[src/rtl/fuse_seq_pkg.sv]
package fuse_seq_pkg;
  localparam int CTRL_W   = 14;
  localparam int ADDR_W   = 8;
  localparam int SEL_BIT  = 0;
  localparam int STB_BIT  = 1;
  localparam int LOAD_BIT = 2;
  localparam int PGM_BIT  = 3;
  localparam int ADDR_LSB = 6;

  typedef enum logic [3:0] {
    ST_IDLE, ST_SEL, ST_OPEN, ST_ACLR, ST_ASET, ST_STRB,
    ST_OUT, ST_GAP, ST_TAIL, ST_CLOSE, ST_DONE
  } seq_st_e;

  function automatic logic [CTRL_W-1:0] pack_ctrl(
    input logic sel_n, input logic stb, input logic load,
    input logic pgm_n, input logic [ADDR_W-1:0] addr);
    logic [CTRL_W-1:0] w;
    w = '0;
    w[SEL_BIT]  = sel_n;
    w[STB_BIT]  = stb;
    w[LOAD_BIT] = load;
    w[PGM_BIT]  = pgm_n;
    w[ADDR_LSB +: ADDR_W] = addr;
    return w;
  endfunction
endpackage

[src/rtl/us_tick_gen.sv]
module us_tick_gen #(
  parameter int CLK_MHZ = 200
) (
  input  logic clk,
  input  logic rst,
  input  logic clr,
  output logic tick
);
  localparam int DIV_W = (CLK_MHZ > 1) ? $clog2(CLK_MHZ) : 1;

  logic [DIV_W-1:0] div_q;

  assign tick = !clr && (div_q == DIV_W'(CLK_MHZ - 1));

  always_ff @(posedge clk) begin
    if (rst || clr || tick) div_q <= '0;
    else                    div_q <= div_q + 1'b1;
  end
endmodule

[src/rtl/guard_timer.sv]
module guard_timer #(
  parameter int TW = 2
) (
  input  logic          clk,
  input  logic          rst,
  input  logic          clr,
  input  logic          tick,
  input  logic [TW-1:0] target,
  output logic          expired
);
  logic [TW-1:0] cnt_q;

  assign expired = !clr && (cnt_q == target);

  always_ff @(posedge clk) begin
    if (rst || clr)                  cnt_q <= '0;
    else if (tick && cnt_q != target) cnt_q <= cnt_q + 1'b1;
  end
endmodule

[src/rtl/fuse_read_seq.sv]
module fuse_read_seq
  import fuse_seq_pkg::*;
#(
  parameter int CLK_MHZ  = 200,
  parameter int STEP_US  = 2,
  parameter int CLOSE_US = 1,
  parameter int CNT_W    = 9
) (
  input  logic             clk,
  input  logic             rst,
  input  logic             start,
  input  logic [7:0]       start_addr,
  input  logic [CNT_W-1:0] byte_cnt,
  output logic             busy,
  output logic             done,
  output logic [13:0]      fuse_ctrl,
  input  logic [7:0]       fuse_dout,
  output logic             rd_valid,
  input  logic             rd_ready,
  output logic [7:0]       rd_data
);
  localparam int MAX_US = (STEP_US > CLOSE_US) ? STEP_US : CLOSE_US;
  localparam int TW     = $clog2(MAX_US + 1);

  seq_st_e state, nxt;
  logic [ADDR_W-1:0] cur_addr;
  logic [CNT_W-1:0]  left_q;
  logic [7:0]        data_q;
  logic [CTRL_W-1:0] ctrl_q, ctrl_n;
  logic              tmr_clr, tick, expired;
  logic [TW-1:0]     target;

  us_tick_gen #(.CLK_MHZ(CLK_MHZ)) u_tick (
    .clk(clk), .rst(rst), .clr(tmr_clr), .tick(tick));

  guard_timer #(.TW(TW)) u_tmr (
    .clk(clk), .rst(rst), .clr(tmr_clr), .tick(tick),
    .target(target), .expired(expired));

  always_comb begin
    case (state)
      ST_OPEN, ST_ASET, ST_STRB, ST_GAP, ST_TAIL: target = TW'(STEP_US);
      ST_CLOSE:                                   target = TW'(CLOSE_US);
      default:                                    target = '0;
    endcase
  end

  always_comb begin
    nxt = state;
    case (state)
      ST_IDLE:  if (start) nxt = (byte_cnt == '0) ? ST_DONE : ST_SEL;
      ST_SEL:   nxt = ST_OPEN;
      ST_OPEN:  if (expired) nxt = ST_ACLR;
      ST_ACLR:  nxt = ST_ASET;
      ST_ASET:  if (expired) nxt = ST_STRB;
      ST_STRB:  if (expired) nxt = ST_OUT;
      ST_OUT:   if (rd_ready) nxt = ST_GAP;
      ST_GAP:   if (expired) nxt = (left_q == CNT_W'(1)) ? ST_TAIL : ST_ACLR;
      ST_TAIL:  if (expired) nxt = ST_CLOSE;
      ST_CLOSE: if (expired) nxt = ST_DONE;
      ST_DONE:  nxt = ST_IDLE;
      default:  nxt = ST_IDLE;
    endcase
  end

  // control word for the state being entered
  always_comb begin
    case (nxt)
      ST_SEL:            ctrl_n = pack_ctrl(1'b1, 1'b0, 1'b0, 1'b0, '0);
      ST_OPEN, ST_ACLR,
      ST_TAIL:           ctrl_n = pack_ctrl(1'b0, 1'b0, 1'b1, 1'b1, '0);
      ST_ASET, ST_OUT,
      ST_GAP:            ctrl_n = pack_ctrl(1'b0, 1'b0, 1'b1, 1'b1, cur_addr);
      ST_STRB:           ctrl_n = pack_ctrl(1'b0, 1'b1, 1'b1, 1'b1, cur_addr);
      ST_CLOSE:          ctrl_n = pack_ctrl(1'b1, 1'b0, 1'b1, 1'b1, '0);
      default:           ctrl_n = pack_ctrl(1'b1, 1'b0, 1'b0, 1'b1, '0);
    endcase
  end

  always_ff @(posedge clk) begin
    if (rst) begin
      state    <= ST_IDLE;
      ctrl_q   <= pack_ctrl(1'b1, 1'b0, 1'b0, 1'b1, '0);
      tmr_clr  <= 1'b1;
      cur_addr <= '0;
      left_q   <= '0;
      data_q   <= '0;
    end else begin
      state   <= nxt;
      ctrl_q  <= ctrl_n;
      tmr_clr <= (nxt != state);
      if (state == ST_IDLE && start) begin
        cur_addr <= start_addr;
        left_q   <= byte_cnt;
      end
      if (state == ST_STRB && expired) data_q <= fuse_dout;
      if (state == ST_GAP && expired) begin
        cur_addr <= cur_addr + 1'b1;
        left_q   <= left_q - 1'b1;
      end
    end
  end

  assign fuse_ctrl = ctrl_q;
  assign busy      = (state != ST_IDLE);
  assign done      = (state == ST_DONE);
  assign rd_valid  = (state == ST_OUT);
  assign rd_data   = data_q;


  pgm_off_chk: assert property (@(posedge clk) disable iff (rst)
    !fuse_ctrl[SEL_BIT] |-> fuse_ctrl[PGM_BIT]);

  addr_steady_chk: assert property (@(posedge clk) disable iff (rst)
    $rose(fuse_ctrl[STB_BIT]) |-> $stable(fuse_ctrl[ADDR_LSB +: ADDR_W]));

  out_hold_chk: assert property (@(posedge clk) disable iff (rst)
    rd_valid && !rd_ready |=> rd_valid && $stable(rd_data));

  done_pulse_chk: assert property (@(posedge clk) disable iff (rst)
    done |=> !done && !busy);

  zero_len_chk: assert property (@(posedge clk) disable iff (rst)
    !busy && start && byte_cnt == '0 |=> done && $stable(fuse_ctrl));
endmodule

[config.mk]
export PLATFORM = sky130hd
export DESIGN_NAME = fuse_read_seq
export DESIGN_NICKNAME = d
export VERILOG_FILES = /design/src/rtl/fuse_seq_pkg.sv /design/src/rtl/us_tick_gen.sv /design/src/rtl/guard_timer.sv /design/src/rtl/fuse_read_seq.sv
export SDC_FILE = /design/constraint.sdc
export NUM_CORES = 1
export LEC_CHECK = 0
export CAP_MARGIN = 0
export CORE_MARGIN = 1
export CORE_UTILIZATION = 56
export DETAILED_ROUTE_END_ITERATION = 10
export DONT_BUFFER_PORTS = 1
export HOLD_SLACK_MARGIN = 0.08
export PLACE_DENSITY = 0.78
export SYNTH_ARGS = -nofsm -noshare
export SYNTH_HDL_FRONTEND = slang
export SYNTH_HIERARCHICAL = 1
export SYNTH_SLANG_ARGS = --single-unit
[constraint.sdc]
create_clock -name clk -period 2.9 [get_ports clk]
set_input_delay 0.29 -clock clk [delete_from_list [all_inputs] [get_ports clk]]
set_output_delay 0.29 -clock clk [all_outputs]
set_load 0.02 [all_outputs]
# Word level (Yosys, flattened, before mapping)

Index checks and enable logic that the tools add are counted.

Word-level logic and storage cells: 69
Bits in registers: 54
Output and inout port bits: 25
Bits of input ports: 29

Muxes and demuxes: 17
Reductions and logical operators: 16
Add/sub/neg operators: 4
Eq/ne operators: 24

Operator list:

| operator                                                           | number |
|---|---|
| 14-bit case mux with 5 select lines                                | 1 |
| 4-bit two-way mux                                                  | 10 |
| 4-bit case mux with 10 select lines                                | 1 |
| 4-bit by 3-bit == test with 1-bit output, second input constant    | 8 |
| 4-bit == test, second input constant                               | 5 |
| 9-bit two-way mux                                                  | 2 |
| 8-bit by 1-bit adder with 8-bit output, second input constant      | 2 |
| 4-bit by 2-bit == test with 1-bit output, second input constant    | 4 |
| 8-bit two-way mux                                                  | 2 |
| 9-bit by 1-bit == test with 1-bit output, second input constant    | 1 |
| 9-bit zero test                                                    | 1 |
| 9-bit by 1-bit subtractor with 9-bit output, second input constant | 1 |
| 4-bit by 1-bit == test with 1-bit output, second input constant    | 2 |
| 8-bit == test, second input constant                               | 1 |
| 1-bit logical AND                                                  | 6 |
| 3-bit OR reduction                                                 | 2 |
| 5-bit OR reduction                                                 | 1 |
| 4-bit zero test                                                    | 1 |
| 4-bit != test                                                      | 1 |
| 2-bit case mux with 2 select lines                                 | 1 |
| 4-bit nonzero test                                                 | 1 |
| 2-bit by 1-bit adder with 2-bit output, second input constant      | 1 |
| 2-bit == test                                                      | 1 |
| 1-bit logical OR                                                   | 2 |
| other kinds (3)                                                    | 3 |

# Logic depth before layout (Yosys ltp)

Gate-level depths: netlist of the first run.

Word-level depth: 10
Mapped depth: 13
Gate-level depth less buffers: 11

# Modules after synthesis

The synthesis of the first run kept the hierarchy.

Modules (own cells, without submodules):

| module        | cells each | seq. area each (sq um) | times used | area an instance (sq um) |
|---|---|---|---|---|
| fuse_read_seq | 235        | 840.8                  | 1          | 2021.9 |
| us_tick_gen   | 39         | 160.2                  | 1          | 366.6 |
| guard_timer   | 14         | 40.0                   | 1          | 125.1 |

# Worst setup path before layout of the first run

Ideal clock, no wire load.

Path type: register to register
From: register state[2]
To: register ctrl_q[0] (netlist: fuse_ctrl[0])
Path slack: 0.043 ns
Stages on the path, launching flop included: 13
Clock period less this slack: 2.857 ns
Required time: 2.786 ns
Path buffers: 2
Arrival: 2.743 ns
Setup time: 0.114 ns
Cell sequence: dfxtp_1 buf_2 nand2b_1 o32ai_1 xor2_1 nor3_1 nand3b_1 or2_2 clkbuf_1 nor2_1 a211oi_4 a21o_1 a21o_1

Longest elaborated chain between the ends: 10
Elaborated cells between the ends (all ways): 35
Those cells by class: 19 x eq/ne; 11 x mux; 5 x reduce/logical

Ends and longest elaborated chain:

| item                                                                   | RTL line            | source |
|---|---|---|
| from (decl)                                                            | fuse_read_seq.sv:25 | `seq_st_e state, nxt;` |
| from (signal assigned)                                                 | fuse_read_seq.sv:89 | `state <= nxt;` |
| 4-bit by 3-bit == test with 1-bit output, or another cell as far along | fuse_read_seq.sv:41 | `case (state)` |
| 5-bit OR reduction                                                     | fuse_read_seq.sv:41 |  |
| 2-bit case mux with 2 select lines (*)                                 | fuse_read_seq.sv:41 |  |
| named net target[1]                                                    | fuse_read_seq.sv:31 | `logic [TW-1:0] target;` |
| 2-bit == test (*)                                                      | guard_timer.sv:13   | `assign expired = !clr && (cnt_q == target);` |
| 1-bit logical AND (*)                                                  | guard_timer.sv:13   |  |
| named net expired                                                      | fuse_read_seq.sv:30 | `logic tmr_clr, tick, expired;` |
| 4-bit two-way mux, or another cell as far along                        | fuse_read_seq.sv:60 | `ST_CLOSE: if (expired) nxt = ST_DONE;` |
| 4-bit case mux with 10 select lines (*)                                | fuse_read_seq.sv:50 | `case (state)` |
| 4-bit by 3-bit == test with 1-bit output, or another cell as far along | fuse_read_seq.sv:68 | `case (nxt)` |
| 3-bit OR reduction                                                     | fuse_read_seq.sv:68 |  |
| 14-bit case mux with 5 select lines (*)                                | fuse_read_seq.sv:68 |  |
| to (signal assigned)                                                   | fuse_read_seq.sv:83 | `ctrl_q <= pack_ctrl(1'b1, 1'b0, 1'b0, 1'b1, '0);` |
| to (signal assigned)                                                   | fuse_read_seq.sv:90 | `ctrl_q <= ctrl_n;` |
| to (decl)                                                              | fuse_read_seq.sv:29 | `logic [CTRL_W-1:0] ctrl_q, ctrl_n;` |

The timed path passes the listed nets; every way through them passes the cells marked *.
A chain may end at the register's enable or synchronous reset.

# Final worst setup path of the first run

From: register state[1]
To: register ctrl_q[0] (netlist: fuse_ctrl[0])

Same word-level chain as after synthesis.

==> metrics.md, run 1 <==
| Metric | Value |
|---|---|
| Final setup fails | 0 |
| Placed cell areas | approximately 2600 µm² |
| Worst R2R Setup Slack | 220 ps |
| Commonest non-fill, non-tap cells in the layout | dfxtp_1 (52), nor2_1 (47), nand2_1 (20) |
| Min-Delay Path Class | in -> reg |
| Initial drt markers | about 110 |
| Synth area leader | dfxtp_1 |
| Design area | 2730 µm² |
| Port buffer count | 0 |
| RSZ-0062 raised after global routing | false |
| Cell leakage power | 0.000981 µW |
| Final number of hold-violating endpoints | 0 |
| Area of the core | between 4000 and 5000 µm² |
| Status | finished clean |
| Clock H-tree levels | 2 |
| Max Clk Rate | 0.374 GHz |
| Share of layout cells above drive strength 1 | 13.2% |
| Die area | about 4800 µm² |
| Async S/R FF share, synth | 0% |
| Top Ports | 54 |
| Post-synth EDFFs | 0 |
| Total Power | between 1000 and 1500 µW |
| First-pass GRT wire length | 8370 µm |
| Detailed-router iteration count before antenna repair | 5 |
| Setup TNS | 0 ps |
| Crit. End Element | flop |
| Yosys top cell area share | 41.4% |
| Clock sink total | 52 |
| CTS Root Buffer Type | clkbuf_8 |
| Longest Clk Path Bufs | 2 |
| Synthesized area | 2510 µm² |
| Most common cell after layout, fill and taps aside | dfxtp_1 |
| Post-synth top flop | dfxtp_1 |
| Vias in the first global route | just under 2000 |
| Synthesized instance count | 288 |
| Hold endpoint | tmr_clr |
| Worst Tran Pin Value | 608 ps |
| Yosys warns | 6 |
| GP Congestion | 0.832 |
| Post-CTS Repair Setup Buffers | 0 |
| Largest net degree at the start of global routing | 33 |
| R2R Path End | fuse_ctrl[0] |
| FF+latch count, synth | 52 |
| DRC viols | 0 |
| Synth-to-layout area growth | 8.61% |
| Tcrit/Tclk final | 92.3% |
| Max-slew violations | 0 |
| WL final | roughly 5400 µm |
| Final ANT Viol Nets | 0 |
| Worst-Skew Late Latency | 310 ps |
| Dpl hpwl | 3720 µm |
| DR vias | roughly 2100 |
| FF-to-FF Start | state[1] |
| Sequential share of the synthesized area | roughly two fifths |
| Remaining Overflow, GRT | 0 |
| Critical Path Source Type | flop |
| DR WL/cell | between 15 and 20 µm |
| Worst EP required | 3120 ps |
| Hold Path Depth | 2 |
| Die width | slightly below 70 µm |
| Reg clk slew, reported paths | about 100 ps |
| MaxCap Viol Count | 0 |
| Diode count | 0 |
| Max-slew headroom | 59.1% |
| Pwr/cell area | 524 nW/µm² |
| Hold path start | rst |
| Ranking of synthesized cells by area | dfxtp_1 (41%), nor2_1 (7.0%), mux2i_1 (3.6%) |
| Initial Util | 60.7% |
| Total GRT Usage | 24.1% |
| Post-Route Skew | ~6.2 ps |
| TritonCTS clock tree | yes |
| Yosys cell types | 54 |
| Final nets | 328 |
| Mean Syn Cell Area | 8.73 µm² |
| R2R depth | 11 |
| TritonCTS buffer count | 5 |
| Vias/cell | slightly above 6 |
| Chip Height | between 60 and 70 µm |
| Row cnt | 23 |
| CP arrival | 2890 ps |
| Setup CP Type | reg -> reg |
| Max VDD drop | 0.386 mV |
| Crit-path max FO | 11 |
| Hold WS | 102 ps |
| Initial antenna violation count | 0 |
| Final worst path period need | 2680 ps |
## cell type report
class                   instances  area [µm²]
fillers                       335        1410
multi-input cells             216        1400
flip-flops and latches         52        1040
repair buffers                 13         110
clock buffers                   5        68.8
well taps                      50        62.6
inverters                       7        26.3
clock inverters                 3        22.5
## power by group
group	total, µW	switching (µW)	leakage (µW)	internal (µW)
clock network	425	251	0.0000485	173
logic	217	128	0.000510	89.4
registers	787	40.1	0.000423	747
total	1430	419	0.000981	1010
## how the worst max path moves through the flow
stage,start,end,cells after the start
after detailed placement,state[0],fuse_ctrl[0],11
final,state[1],fuse_ctrl[0],11
after CTS,state[0],fuse_ctrl[0],11
after global placement,state[0],fuse_ctrl[0],10
after floorplan,state[2],fuse_ctrl[0],12
after global routing,state[0],left_q[4],10
## stage by stage
stage | utilization [%] | std cells | setup WS (ps)
floorplan | - | 289 | 43.4
global placement | 62.9 | 337 | 182
detailed placement | 62.9 | 337 | 148
CTS | 65.6 | 346 | 115
global route | 65.9 | 346 | 47.6
finish | 65.9 | 346 | 224
## cells in the mapped netlist, types with 2 or more instances
master	instances
nor4_4	2
mux2i_1	9
o211ai_1	2
o21ai_0	15
xor2_1	8
nor4_2	2
nand2_1	20
nand4_1	2
and2_1	8
a211oi_1	2
buf_4	2
inv_1	7
dfxtp_1	52
buf_2	3
a21o_1	2
nor3_1	5
a21oi_1	16
clkbuf_1	9
nand2b_1	8
o22ai_1	3
ha_1	4
or3_2	2
nor2_1	47
and3_1	4
nand3_1	7
nor4_1	2
or3_1	5
nor2b_1	2
a31oi_1	5
a221oi_1	7
nor3b_1	3
## flip-flops by register name (all words and copies together) (netlist names)
| name | flops |
|---|---|
| u_tick/div_q | 8 |
| state | 4 |
| tmr_clr | 1 |
| fuse_ctrl | 12 |
| rd_data | 8 |
| u_tmr/cnt_q | 2 |
| left_q | 9 |
| cur_addr | 8 |
## metal layers
metal,global-route usage (%),share of wire (%),vias to the layer above
met3,8.55,5.8,8
met4,9.69,1.3,0
li1,-,-,1030
met2,41.1,49,64
met5,0,0,-
met1,27.0,43,1007
## critical path: stages (launching register included)
cell	delay, ps
dfxtp_1	350
buf_4	190
nand2b_1	200
nor2_1	260
xor2_1	140
nor3_2	250
nand3b_1	160
or2_2	350
nor2_1	220
a211oi_4	90
a21o_1	220
a21o_1	150
## cells by family (layout without fill, tap and decap cells)
| family | count (synthesis) | in the layout | synth area share, % |
|---|---|---|---|
| other | 1 | 2 | 0.149 |
| AO/OA/AOI/OAI | 63 | 63 | 18.3 |
| adder cells (fa/ha/maj) | 5 | 5 | 2.39 |
| multiplexers | 9 | 9 | 3.58 |
| flip-flops | 52 | 52 | 41.4 |
| XOR/XNOR | 9 | 9 | 3.14 |
| AND/OR/NAND/NOR | 128 | 128 | 27.4 |
| buffers and inverters | 21 | 28 | 3.58 |
## timing repair
action | 4_1_cts | 5_1_grt
resized for setup | 0 | 2
setup endpoints to repair | 0 | 18
hold buffers | 1 | 0
hold endpoints to repair | 32 | 0
Power figures use the tool's default switching activity.
==> run 2, diff against run 1 <==
--- a/config.mk
+++ b/config.mk
@@ -7,11 +7,12 @@
 export LEC_CHECK = 0
 export CAP_MARGIN = 0
 export CORE_MARGIN = 1
-export CORE_UTILIZATION = 56
+export CORE_UTILIZATION = 59
+export CTS_BUF_LIST = sky130_fd_sc_hd__clkbuf_2
 export DETAILED_ROUTE_END_ITERATION = 10
 export DONT_BUFFER_PORTS = 1
-export HOLD_SLACK_MARGIN = 0.08
-export PLACE_DENSITY = 0.78
+export GPL_TIMING_DRIVEN = 0
+export PLACE_DENSITY = 0.82
 export SYNTH_ARGS = -nofsm -noshare
 export SYNTH_HDL_FRONTEND = slang
 export SYNTH_HIERARCHICAL = 1
==> run 2 against run 1 <==
Effect of this change:
- sequential cell count unchanged
- die area shrank 4.9%
- cell area up 10%
- non-clock buffer count increased by 28
- highest routed layer unchanged
- setup slack worse by 180 ps
- register-to-register slack lost 180 ps
- fmax is 6.4% lower
- first-iteration DRC count is 33% higher
- critical path type unchanged
- sequential share of layout area decreased by 3.3 points
==> metrics.md, run 2 (synthesized netlist as in run 1, its figures left out) <==
| Metric | Value |
|---|---|
| Reg clk slew, reported paths | 260 ps |
| Int Pwr | 934 µW |
| Vias/cell | between 5 and 6 |
| Critical Path Source Type | flop |
| Chip Height | 67.3 µm |
| Max VDD drop | 0.392 mV |
| Clock share of power | between 20% and 30% |
| Fin cells | 374 |
| DRC viols | 0 |
| Hold endpoint | cur_addr[2] |
| Crit. End Element | flop |
| Worst Tran Pin Value | 992 ps |
| Worst EP required | 3240 ps |
| Share of layout cells above drive strength 1 | 17.3% |
| Max-slew headroom | 33.7% |
| Min-Delay Path Class | in -> reg |
| CP arrival | between 3000 and 4000 ps |
| Final worst path period need | 2860 ps |
| Synth-to-layout area growth | 19.6% |
| Total GRT Usage | approximately 27% |
| Remaining Overflow, GRT | 0 |
| Max reg flops | 12 |
| TritonCTS buffer count | 5 |
| Top Ports | 54 |
| Max-slew violations | 0 |
| Clock sink total | 52 |
| Final worst slack | 40.9 ps |
| Filler Cells Inserted | 290 |
| Design area | 3010 µm² |
| Final setup fails | 0 |
| Final number of hold-violating endpoints | 0 |
| Core Util, Final | 74.1% |
| R2R Path End | left_q[5] |
| Commonest non-fill, non-tap cells in the layout | dfxtp_1 (48), nor2_1 (42), dlygate4sd3_1 (22) |
| FF-to-FF Start | state[2] |
| First-pass GRT wire length | 9310 µm |
| Die area | 4530 µm² |
| DR vias | 2232 |
| Pwr/cell area | 453 nW/µm² |
| Dpl hpwl | between 3000 and 4000 µm |
| Net Sw Power | about 430 µW |
| Die width | 67.3 µm |
| Initial Util | around three fifths |
| RSZ-0062 raised after global routing | true |
| Status | finished clean |
| Clock H-tree levels | 2 |
| GP Congestion | 0.849 |
| Sequential Power Share | 58.1% |
| DR WL/cell | 16.4 µm |
| Final ANT Viol Nets | 0 |
| CTS Root Buffer Type | clkbuf_2 |
| Worst-Skew Late Latency | 440 ps |
| Port buffer count | 0 |
| WL final | 6140 µm |
| Row cnt | 23 |
| MaxCap Viol Count | 0 |
| Final nets | approximately 360 |
| Placed cell areas | between 2000 and 3000 µm² |
| Largest net degree at the start of global routing | 17 |
| Longest Clk Path Bufs | 2 |
| Worst path max stage delay | 490 ps |
| Setup CP Type | reg -> reg |
| Vias in the first global route | 2024 |
| Worst R2R Setup Slack | 40 ps |
| Tcrit/Tclk final | 98.6% |
| Sw Ratio | 31.4% |
| Slowest CP cell | o311ai_0 |
| Initial antenna violation count | 0 |
| Initial drt markers | 140 |
| Area of the core | 4060 µm² |
| Diode count | 0 |
| Most common cell after layout, fill and taps aside | dfxtp_1 |
| Cell leakage power | 0.00107 µW |
| Max Clk Rate | 0.350 GHz |
| CP cell instances | buf_4 -> nand2b_4 -> o32ai_4 -> xor2_2 -> nor3_2 -> nand3b_1 -> nor2_4 -> nand2_1 -> o311ai_0 -> a21oi_1 |
| Combinational share of power | approximately a fifth |
| Detailed-router iteration count before antenna repair | 5 |
| TritonCTS clock tree | yes |
| Total Power | ~1400 µW |
| R2R depth | 10 |
| Hold path start | start_addr[2] |
| Post-Route Skew | 3.88 ps |
| Crit-path max FO | 10 |
| Hold Path Depth | 2 |
| Placed cells | 339 |
| Pre-CTS setup slack | -684 ps |
[run 2: critical path: cells and delay by family, from the launching register on]
| kind | cells | cell delay [ps] |
|---|---|---|
| AO/OA/AOI/OAI | 3 | 960 |
| flip-flops | 1 | 390 |
| buffers and inverters | 1 | 180 |
| AND/OR/NAND/NOR | 5 | 1090 |
| XOR/XNOR | 1 | 140 |
[run 2: how the worst max path moves through the flow]
| stage | slack, ps | cells after the start | from | to |
|---|---|---|---|---|
| after detailed placement | -680 | 10 | state[3] | left_q[4] |
| after global routing | -50 | 11 | state[2] | tmr_clr |
| after floorplan | 40 | 12 | state[2] | fuse_ctrl[0] |
| final | 40 | 10 | state[2] | left_q[5] |
| after global placement | -580 | 10 | state[2] | left_q[4] |
| after CTS | -30 | 11 | state[0] | left_q[4] |
[run 2: layer usage]
metal | routed length (µm) | vias to the layer above | global-route usage, %
met3 | 281 | 6 | 6.42
met1 | 2670 | 1069 | 34.1
met5 | 0 | - | 0
met2 | 3140 | 61 | 46.3
li1 | - | 1096 | -
met4 | 49 | 0 | 7.71
[run 2: repair_timing]
action,in CTS,in global routing
setup buffers,1,5
endpoints found under the setup margin,40,37
hold buffers,21,1
pin swaps,1,9
gates resized for setup,8,27
endpoints found under the hold margin,22,1
[run 2: cell type report]
cell class	count	area, µm²	area share [%]
Multi-Input combinational cell	216	1490	49.4
Sequential cell	52	1050	34.8
Timing Repair Buffer	28	265	8.82
Buffer	13	73.8	2.46
Tap cell	50	62.6	2.08
Clock buffer	6	30.0	0.999
Inverter	7	26.3	0.874
Clock inverter	2	16.3	0.541
[run 2: power groups by stage]
stage	Combinational (µW)	Clock, µW	Sequential (µW)
after global placement	207	0	801
after global routing	294	325	797
after floorplan	175	0	794
after CTS	246	303	789
after detailed placement	212	0	802
final	270	301	791
[run 2: metrics by stage]
step           TNS, ps  hold slack, ps
2_1_floorplan        0             364
3_3_place_gp     -9860             365
3_5_place_dp    -14030             369
4_1_cts           -117            16.2
5_1_grt          -98.8            11.5
6_report             0            28.2
==> run 3, diff against run 2 <==
--- a/config.mk
+++ b/config.mk
@@ -7,12 +7,12 @@
 export LEC_CHECK = 0
 export CAP_MARGIN = 0
 export CORE_MARGIN = 1
-export CORE_UTILIZATION = 59
+export CORE_UTILIZATION = 34
 export CTS_BUF_LIST = sky130_fd_sc_hd__clkbuf_2
 export DETAILED_ROUTE_END_ITERATION = 10
 export DONT_BUFFER_PORTS = 1
 export GPL_TIMING_DRIVEN = 0
-export PLACE_DENSITY = 0.82
+export PLACE_DENSITY = 0.54
 export SYNTH_ARGS = -nofsm -noshare
 export SYNTH_HDL_FRONTEND = slang
 export SYNTH_HIERARCHICAL = 1
==> run 3 against run 2 <==
Effect of this change:
- clock skew grew 27 ps
- core utilization decreased by 29 points
- critical path depth increased by 3
- final cell count rose by 14%
- die area increased by 71%
- first-iteration DRC count down 11%
- setup slack improved by 70 ps
- sequential cell count unchanged
- fmax increased by 2.5%
- critical endpoint is now fuse_ctrl[0]
==> metrics.md, run 3 (synthesized netlist as in run 1, its figures left out) <==
| Metric | Value |
|---|---|
| Total Power | 1360 µW |
| Worst-Skew Late Latency | 450 ps |
| Worst EP required | 3260 ps |
| Row cnt | 30 |
| Initial Util | 36.0% |
| Synth-to-layout area growth | 24.5% |
| Initial antenna violation count | 0 |
| TritonCTS buffer count | 5 |
| DR WL/cell | 14.5 µm |
| Worst Tran Pin Value | 982 ps |
| Total GRT Usage | 16.8% |
| Clock sink total | 52 |
| CTS Root Buffer Type | clkbuf_2 |
| Area of the core | 6980 µm² |
| CP arrival | 3150 ps |
| Final number of hold-violating endpoints | 0 |
| Clock H-tree levels | 2 |
| GP Congestion | 0.783 |
| TritonCTS clock tree | yes |
| Max-slew headroom | 34.4% |
| Dpl hpwl | 4260 µm |
| Die width | between 80 and 90 µm |
| Tcrit/Tclk final | 96.2% |
| Initial drt markers | 124 |
| Final worst slack | around 110 ps |
| DR vias | 2166 |
| Commonest non-fill, non-tap cells in the layout | dfxtp_1 (49), nor2_1 (41), dlygate4sd3_1 (25) |
| RSZ-0062 raised after global routing | false |
| Max VDD drop | around 0.2 mV |
| DRC viols | 0 |
| Pre-CTS setup slack | -758 ps |
| Port buffer count | 0 |
| Remaining Overflow, GRT | 0 |
| Max reg flops | 12 |
| First-pass GRT wire length | 10100 µm |
| Detailed-router iteration count before antenna repair | 4 |
| Cell leakage power | 0.00110 µW |
| Die area | between 7000 and 8000 µm² |
| Final ANT Viol Nets | 0 |
| CP cell instances | buf_6 -> nand2b_4 -> xor2_2 -> o32ai_4 -> xor2_2 -> nor3_2 -> buf_4 -> inv_1 -> maj3_1 -> o2bb2ai_4 -> a211oi_4 -> a21o_1 -> a21o_1 |
| Setup TNS | 0 ps |
| Final worst path period need | ~2800 ps |
| WL final | 6180 µm |
| Vias/cell | 5.10 |
| Slowest CP cell | maj3_1 |
| Chip Height | 88.0 µm |
| Most common cell after layout, fill and taps aside | dfxtp_1 |
| Crit. End Element | flop |
| Largest net degree at the start of global routing | 17 |
| Longest Clk Path Bufs | 2 |
| Max Clk Rate | 0.358 GHz |
| Worst path max stage delay | 390 ps |
| Post-Route Skew | 30.6 ps |
| Vias in the first global route | 2146 |
| Setup CP Type | reg -> reg |
| Status | finished clean |
| Top Ports | 54 |
| Reg clk slew, reported paths | between 200 and 300 ps |
| Crit-path max FO | 10 |
| Share of layout cells above drive strength 1 | 17.6% |
| Max-slew violations | 0 |
| MaxCap Viol Count | 0 |
| Min-Delay Path Class | in -> reg |
| Diode count | 0 |
| Critical Path Source Type | flop |
| Final setup fails | 0 |
| Final nets | 361 |
| Pwr/cell area | between 400 and 500 nW/µm² |
[run 3: cell types whose count changed in the layout (fill, tap and decap cells not counted), sizes merged]
cell | before | now
dlygate4sd3 | 22 | 25
buf | 12 | 14
clkinv | 1 | 3
clkbuf | 13 | 12
clkinvlp | 1 | 0
[run 3: what timing repair did]
action                     4_1_cts  5_1_grt
hold endpoints to repair        26        0
setup endpoints to repair       40       36
resized for setup               16       22
setup buffers                    2        6
hold buffers                    25        0
pin swaps                        4        8
[run 3: where the power goes]
| part | total, µW | internal (µW) | switching [µW] |
|---|---|---|---|
| Sequential | 792 | 751 | 41.5 |
| Clock | 292 | 58.6 | 234 |
| Combinational | 274 | 125 | 149 |
[run 3: cell type report]
cell class	count	area [µm²]
Timing Repair Buffer	33	323
Clock inverter	3	18.8
Fill cell	718	3850
Inverter	7	26.3
Multi-Input combinational cell	216	1500
Sequential cell	52	1040
Clock buffer	5	25.0
Buffer	13	73.8
Tap cell	96	120
[run 3: critical path, delay by kind of cell, from the launching register on]
family | cells | cell delay, ps
xor+xnor | 2 | 410
compound gates | 5 | 770
flops | 1 | 380
simple gates | 2 | 410
fa+ha+maj | 1 | 390
buf+inv | 3 | 370
[run 3: final timing paths]
check | startpoint | to | slack (ps) | cells past startpoint
max | state[0] | fuse_ctrl[0] | 110 | 13
max reg2reg | state[0] | fuse_ctrl[0] | 110 | 13
min | rst | u_tick/div_q[1] | 50 | 3
min reg2reg | u_tick/div_q[0] | u_tick/div_q[0] | 520 | 1
[run 3: metrics by stage]
stage	hold WS [ps]	utilization [%]	cell area, µm²	instances
2_1_floorplan	364	-	2520	289
3_3_place_gp	365	37.8	2640	385
3_5_place_dp	367	37.8	2640	385
4_1_cts	14.7	42.9	2990	420
5_1_grt	16.7	44.8	3130	425
6_report	52.5	44.8	3130	425
[run 3: metal layers]
layer | GRT usage, % | vias up | wire [µm]
met5 | 0 | - | 0
met3 | 3.58 | 9 | 264
met4 | 4.92 | 0 | 68
met1 | 21.0 | 1015 | 2790
li1 | - | 1096 | -
met2 | 29.2 | 46 | 3050
